File: src/rtl/can_ctlstat_reg.sv
module can_ctlstat_reg #(
  parameter int TS_W = 16
) (
  input  logic       clk,
  input  logic       rst_n,
  input  logic       wr_en,
  input  logic [7:0] wr_data,
  output logic [7:0] rd_data,
  input  logic       rx_frame_ok,
  input  logic       rx_busy,
  input  logic       bus_synced,
  input  logic       msg_acked,
  input  logic       bit_tick,
  input  logic       init_mode,
  input  logic       sleep_enter,
  output logic [7:0] ts_hi,
  output logic [7:0] ts_lo,
  output logic       ts_wr,
  output logic       stop_in_wait,
  output logic       wake_latched
);
  localparam int HALF = TS_W / 2;

  logic            rxf_q, stopw_q, ten_q, wake_q;
  logic [TS_W-1:0] tmr_q;

  always_ff @(posedge clk) begin
    if (!rst_n) begin
      rxf_q        <= 1'b0;
      stopw_q      <= 1'b0;
      ten_q        <= 1'b0;
      wake_q       <= 1'b0;
      wake_latched <= 1'b0;
    end else begin
      if (rx_frame_ok)                rxf_q <= 1'b1;
      else if (wr_en && wr_data[7])   rxf_q <= 1'b0;
      if (wr_en) begin
        stopw_q <= wr_data[5];
        wake_q  <= wr_data[2];
      end
      if (init_mode)  ten_q <= 1'b0;
      else if (wr_en) ten_q <= wr_data[3];
      if (sleep_enter) wake_latched <= wake_q;
    end
  end

  always_ff @(posedge clk) begin
    if (!rst_n || !ten_q) tmr_q <= '0;
    else if (bit_tick)    tmr_q <= tmr_q + 1'b1;
  end

  assign rd_data      = {rxf_q, rx_busy, stopw_q, bus_synced, ten_q, wake_q, 2'b00};
  assign ts_hi        = tmr_q[TS_W-1:HALF];
  assign ts_lo        = tmr_q[HALF-1:0];
  assign ts_wr        = msg_acked & ten_q;
  assign stop_in_wait = stopw_q;
endmodule

File: config.mk
export PLATFORM = sky130hd
export DESIGN_NAME = can_ctlstat_reg
export DESIGN_NICKNAME = d
export VERILOG_FILES = /design/src/rtl/can_ctlstat_reg.sv
export SDC_FILE = /design/constraint.sdc
export NUM_CORES = 1
export LEC_CHECK = 0
export ABC_AREA = 1
export BUFFER_PORTS_ARGS = -buffer_cell sky130_fd_sc_hd__buf_4
export CORE_UTILIZATION = 41
export CTS_BUF_LIST = sky130_fd_sc_hd__clkbuf_16
export CTS_CLUSTER_SIZE = 24
export DETAILED_ROUTE_END_ITERATION = 10
export PLACE_DENSITY = 0.74
export SYNTH_ARGS = -nofsm -noshare
export SYNTH_HDL_FRONTEND = slang
export SYNTH_SLANG_ARGS = --single-unit
File: constraint.sdc
create_clock -name clk -period 1.2 [get_ports clk]
set_input_delay 0.12 -clock clk [delete_from_list [all_inputs] [get_ports clk]]
set_output_delay 0.12 -clock clk [all_outputs]
set_load 0.05 [all_outputs]
==> results of run 1 <==
-- layout by cell type (no fill, tap or decap), types with 5 or more instances in the layout --
master and count:
inv_1 18, dfxtp_4 8, dfxtp_1 7, nand3_1 8, nor2_1 21, nand2_2 5
nand2_1 26, buf_4 36, a21oi_1 12, dfxtp_2 6
-- registers in the layout (all words and copies together), names as in the netlist --
| register | cells |
|---|---|
| tmr_q | 16 |
| rxf_q | 1 |
| wake_latched | 1 |
| ten_q | 1 |
| stop_in_wait | 1 |
| wake_q | 1 |
-- routing by layer --
| metal | up-vias | share of wire [%] | GRT usage [%] |
|---|---|---|---|
| met3 | 7 | 6.2 | 4.638 |
| met1 | 459 | 43 | 22.72 |
| met5 | - | 0 | 0 |
| met4 | 0 | 2.7 | 9.211 |
| li1 | 519 | - | - |
| met2 | 37 | 48 | 30.77 |
-- logic make-up after synthesis --
group | count (synthesis) | synth area share (%)
compound gates | 20 | 10.16
xor+xnor | 3 | 2.540
fa+ha+maj | 1 | 1.209
buf+inv | 28 | 14.03
flops | 21 | 40.63
other cells | 1 | 0.3624
simple gates | 73 | 31.08
-- worst max-delay path, delay by kind of cell, from the launching register on --
| family | cells | cell delay [ns] |
|---|---|---|
| AO/OA/AOI/OAI | 1 | 0.06 |
| adder cells (fa/ha/maj) | 1 | 0.16 |
| flip-flops | 1 | 0.38 |
| AND/OR/NAND/NOR | 4 | 0.45 |
-- cell type report --
type / instances / area share, %
clock inverter: 1 / 0.2602
tap: 28 / 2.428
timing repair buffer: 36 / 18.73
clock buffer: 3 / 5.204
inverter: 19 / 5.117
sequential: 21 / 31.74
multi-input combinational: 99 / 36.51
-- metrics by stage --
step                      cells  setup slack, ns  total power, mW  hold WS [ns]
after floorplan             148         0.003485           0.8464        0.1987
after global placement      202          0.07871           0.8663        0.2403
after detailed placement    202          0.04147           0.8686        0.2403
after CTS                   206          0.03333            1.561       0.02381
after global routing        207         -0.02403            1.603       0.02493
final                       207          0.04183            1.554       0.02570
-- repair_timing --
action                     CTS  global route
gates resized for setup      0            12
hold endpoints to repair     0             0
setup endpoints to repair    0             6
hold buffers                 0             0
buffers inserted             0             1
-- final timing paths --
| kind | start | endpoint | slack (ns) | depth (start not counted) |
|---|---|---|---|---|
| max reg2reg | tmr_q[0] | tmr_q[12] | 0.04 | 6 |
| min | init_mode | ten_q | 0.03 | 2 |
| max | tmr_q[0] | tmr_q[12] | 0.04 | 6 |
| min reg2reg | wake_q | wake_latched | 0.48 | 2 |
-- power groups by stage --
stage | Clock, mW | Combinational [mW] | Sequential [mW]
2_1_floorplan | 0 | 0.116 | 0.730
3_5_place_dp | 0 | 0.155 | 0.714
6_report | 0.699 | 0.156 | 0.698
5_1_grt | 0.735 | 0.168 | 0.700
4_1_cts | 0.707 | 0.155 | 0.699
3_3_place_gp | 0 | 0.153 | 0.713
==> metrics.yaml, run 1 <==
power_and_ir_drop:
  intPower_mw: 1.190
  power.density_nw_per_um2: 1077
  pwr-share-comb_pct: 10.1
  switchingPower_uw: 363.9
  sequentialPowerShare_pct: 45.0
  p_sw_share_pct: 23.43
  clockPowerShare_pct: 45.0
  p_leak_nw: 0.6009
  irDropWorstVdd_mv: 0.6096
synth:
  synth-seq-area-share_pct: 40.63
  syn_area_um2: 1035
  synth_edf_count: 0
  synth_async_sr_flop_share_pct: 0
  synth_warnings: 0
  synth.area.top_cells: "dfxtp_1 (41%), nand2_1 (11%), nor2_1 (8.0%), a21oi_1 (6.3%), inv_1 (6.2%)"
  syn_avg_cell_area_um2: 7.039
  ys_ff_latch: 21
  ys.flop_type: "dfxtp_1"
  synthTopCellsByCount: "nand2_1 (30), nor2_1 (22), dfxtp_1 (21)"
  syn_inst: 147
  ys_types: 22
  yosysTopAreaCell: "dfxtp_1"
  synth_most_common_cell: "nand2_1"
  yosys.area.top_type_share_pct: 40.63
floorplan:
  start_util_pct: 45.04
  die_y_um: 52.24
  die_area_um2: 2729
  pin_count: 45
  core_um2: 2297
  chipWidth_um: 52.24
  fp-row-count: 17
worst_setup_path:
  crit_chain: "ha_4, nand2_4, nor2_4, nand3_2, nand2_2, a21oi_2"
  slowest_delay_ns: 0.38
  worst-endpoint-required_ns: 1.34
  worst_setup_path_start_kind: "flip-flop"
  cp_max_fo: 7
  worstSetupEndpointType: "flip-flop"
  arrival_ns: 1.30
  worst-setup-path-type: "flip-flop to flip-flop"
  cp_slowest_cell: "dfxtp_4"
layout:
  final_core_util_pct: 62.80
  nets: 199
  insertedDiodeCount: 0
  syn2layout_area_growth_pct: 39.42
  ff_latch_area_um2: 457.9
  multi_input_area_um2: 526.8
  drive_above_1_share_pct: 40.22
  fillers: 197
  fin_area_um2: 1443
place:
  numPortBuffers: 34
  dpl.hpwl_um: 1574
  gp_congestion: 0.8154
  dpl-instance-area_um2: 1315
sta:
  setup_viol: 0
  hold_viol_final: 0
  period_share_pct: 96.51
  period_needed_ns: 1.158
  drv_slew: 0
  fmax_mhz: 863.4
  skew_ns: 0.001661
  grt_setup_unrepaired: "yes"
  tns_ns: 0
detailed_routing:
  wl_um: 2241
  routedWlPerCell_um: 10.83
  first_iter_violations: 11
  ant_nets: 0
  firstDrtPassIters: 4
  route.detailed.drc: 0
  vias_per_cell: 4.937
  vias: 1022
clocking:
  cts_max_level: 1
  cts_buffer_depth: 2
  cts_inserted_buffers: 3
  clkSlewWorstSetupHoldPaths_ns: 0.06
  cts.sinks: 21
  cts_tree: "done"
  cts_root_buf: "clkbuf_16"
  clk_latency_ns: 0.25
global_routing:
  gr-total-overflow: 0
  grt_usage_pct: 18.76
  grt_max_degree: 12
  antenna_found_initial: 0
  grt_pass1_wl_um: 3788
  grt_pass1_vias: 933
status:
  outcome: "finished, final reports clean"
min_path:
  hold_class: "input pin to flip-flop"
run:
  drv_cap: 0
Power figures use the tool's default switching activity.
==> run 2, diff against run 1 <==
ABC_CLOCK_PERIOD_IN_PS = 900   (was default)
clock period = 0.9 ns   (was 1.2 ns; I/O delays follow)
==> run 2 against run 1 <==
Maximum frequency is 9.5% lower. Critical endpoint is now tmr_q[14]. Clock skew increased by 0.00091 ns. Combinational power increased by 68%. Non-clock buffer count is 40 higher. The flow now finishes with violations (negative setup slack). Final cell count increased by 19%. Highest routed layer unchanged. Die area stayed put. Sequential cell count unchanged. Sequential power grew 33%. Core utilization rose by 25 points. Clock power rose by 38%. Hold slack got worse by 0.018 ns.
==> metrics.yaml, run 2 (synthesis gave the netlist of run 1 again) <==
status:
  outcome: "finished, violations left"  # was finished, final reports clean
  violations: "negative setup slack"
layout:
  nets: 239  # was 199
  syn2layout_area_growth_pct: 94.68  # was 39.42%
  largest_register_ffs: 16  # unchanged
  final_common_cell: "buf_4"  # unchanged
  final_core_util_pct: 87.69  # was 62.80%
  insertedDiodeCount: 0  # unchanged
  final_cell_mix: "buf_4 (40), nand2_1 (22), buf_6 (21), nor2_1 (19)"  # was buf_4 (36), nand2_1 (26), nor2_1 (21), inv_1 (18), a21oi_1 (12)
  regMostFlops: "tmr_q"  # unchanged
  stdcell_count: 247  # was 207
  drive_above_1_share_pct: 61.64  # was 40.22%
sta:
  period_share_pct: 142.2  # was 96.51%
  period_needed_ns: 1.280  # was 1.158 ns
  grt_setup_unrepaired: "yes"  # unchanged
  skew_ns: 0.002568  # was 0.001661 ns
  setup_slack_ns: -0.3799  # was 0.04183 ns
  hold_viol_final: 0  # unchanged
  drv_slew: 0  # unchanged
  setup_viol: 30  # was 0
  whs_ns: 0.007867  # was 0.02570 ns
  fmax_mhz: 781.3  # was 863.4 MHz
worst_setup_path:
  worst-endpoint-required_ns: 1.04  # was 1.34 ns
  worstSetupEndpointType: "flip-flop"  # unchanged
  slowest_delay_ns: 0.39  # was 0.38 ns
  cp_slowest_cell: "dfxtp_4"  # unchanged
  reg2reg_slack_ns: -0.38  # was 0.04 ns
  crit_chain: "ha_4, nand2_4, nor2_4, nand3_2, nor2_2, nor2_1"  # was ha_4, nand2_4, nor2_4, nand3_2, nand2_2, a21oi_2
  arrival_ns: 1.42  # was 1.30 ns
  rr_worst_depth: 6  # unchanged
  worst_setup_path_start_kind: "flip-flop"  # unchanged
  crit_family: "simple AND/OR/NAND/NOR gates"  # unchanged
  cp_max_fo: 6  # was 7
  critPathBufInv: 0  # unchanged
  cp.depth: 6  # unchanged
  rr_endpoint: "tmr_q[14]"  # was tmr_q[12]
  worst-setup-path-type: "flip-flop to flip-flop"  # unchanged
  r2r-start: "tmr_q[1]"  # was tmr_q[0]
floorplan:
  chipWidth_um: 52.24  # unchanged
  start_util_pct: 45.04  # unchanged
  core_um2: 2297  # unchanged
  die_y_um: 52.24  # unchanged
  pin_count: 45  # unchanged
  fp-row-count: 17  # unchanged
  die_area_um2: 2729  # unchanged
power_and_ir_drop:
  power.density_nw_per_um2: 1071  # was 1077 nW/um2
  irDropWorstVdd_mv: 1.088  # was 0.6096 mV
  p_leak_nw: 0.8899  # was 0.6009 nW
  p_total_mw: 2.157  # was 1.554 mW
global_routing:
  grt_busiest_layer: "met2"  # unchanged
  gr-total-overflow: 0  # unchanged
  use_met2_pct: 52.14  # was 30.77%
  antenna_found_initial: 0  # unchanged
  grt_max_degree: 13  # was 12
  grt_pass1_vias: 1238  # was 933
  grt_use_met1_pct: 29.41  # was 22.72%
  grt_usage_pct: 27.80  # was 18.76%
  grt_pass1_wl_um: 5368  # was 3788 um
  use_met3_pct: 3.478  # was 4.638%
min_path:
  hp-start: "sleep_enter"  # was init_mode
  hold-path-cell-count: 2  # unchanged
  whs_endpoint: "wake_latched"  # was ten_q
  hold_class: "input pin to flip-flop"  # unchanged
place:
  dpl.hpwl_um: 1951  # was 1574 um
  gp_congestion: 0.7600  # was 0.8154
  dp_cells: 224  # was 202
  pre_cts_ws_ns: -0.2487  # was 0.04147 ns
  numPortBuffers: 34  # unchanged
detailed_routing:
  wl_um: 4173  # was 2241 um
  firstDrtPassIters: 4  # unchanged
  ant_nets: 0  # unchanged
  first_iter_violations: 65  # was 11
  vias_per_cell: 5.259  # was 4.937
  vias: 1299  # was 1022
  routedWlPerCell_um: 16.89  # was 10.83 um
  route.detailed.drc: 0  # unchanged
clocking:
  clk_latency_ns: 0.26  # was 0.25 ns
  cts_tree: "done"  # unchanged
  cts_root_buf: "clkbuf_16"  # unchanged
  cts_buffer_depth: 2  # unchanged
  cts_max_level: 1  # unchanged
  cts.sinks: 21  # unchanged
  cts_inserted_buffers: 3  # unchanged
  clkSlewWorstSetupHoldPaths_ns: 0.06  # about the same
run:
  drv_cap: 0  # unchanged
-- run 2: cell type report --
class                   instances  area (um2)
repair buffers                 76       757.0
multi-input cells              99       598.1
flip-flops and latches         21       469.2
fillers                       107       282.8
clock buffers                   3       75.07
inverters                      19       75.07
well taps                      28       35.03
clock inverters                 1       5.005
-- run 2: per-layer routing --
metal / routed length, um / share of wire, %
met1: 1568 / 38
met3: 277 / 6.6
met2: 2114 / 51
met4: 212 / 5.1
met5: 0 / 0
-- run 2: metrics by stage --
stage / area, um2 / TNS [ns]
after global routing: 2014 / -5.778
final: 2014 / -4.879
after detailed placement: 1511 / -2.212
after CTS: 1871 / -3.157
after global placement: 1511 / -1.523
after floorplan: 1120 / -2.544
-- run 2: how the worst max path moves through the flow --
stage	from	to	slack, ns
after floorplan	tmr_q[1]	tmr_q[8]	-0.26
after detailed placement	tmr_q[1]	tmr_q[8]	-0.25
after CTS	tmr_q[0]	tmr_q[14]	-0.25
after global routing	tmr_q[0]	tmr_q[12]	-0.41
final	tmr_q[1]	tmr_q[14]	-0.38
after global placement	tmr_q[1]	tmr_q[12]	-0.17
-- run 2: power breakdown --
group          total (mW)  internal [mW]  leakage (nW)  switching [mW]
Combinational       0.262          0.106         0.667           0.156
Sequential          0.929          0.917         0.183          0.0126
Clock               0.966          0.598        0.0409           0.368
Total                2.16           1.62         0.890           0.537
-- run 2: repair_timing --
action,4_1_cts,5_1_grt
resized for setup,57,25
endpoints found under the setup margin,30,35
hold buffers,1,0
pin swaps,9,10
endpoints found under the hold margin,1,0
setup buffers,10,13
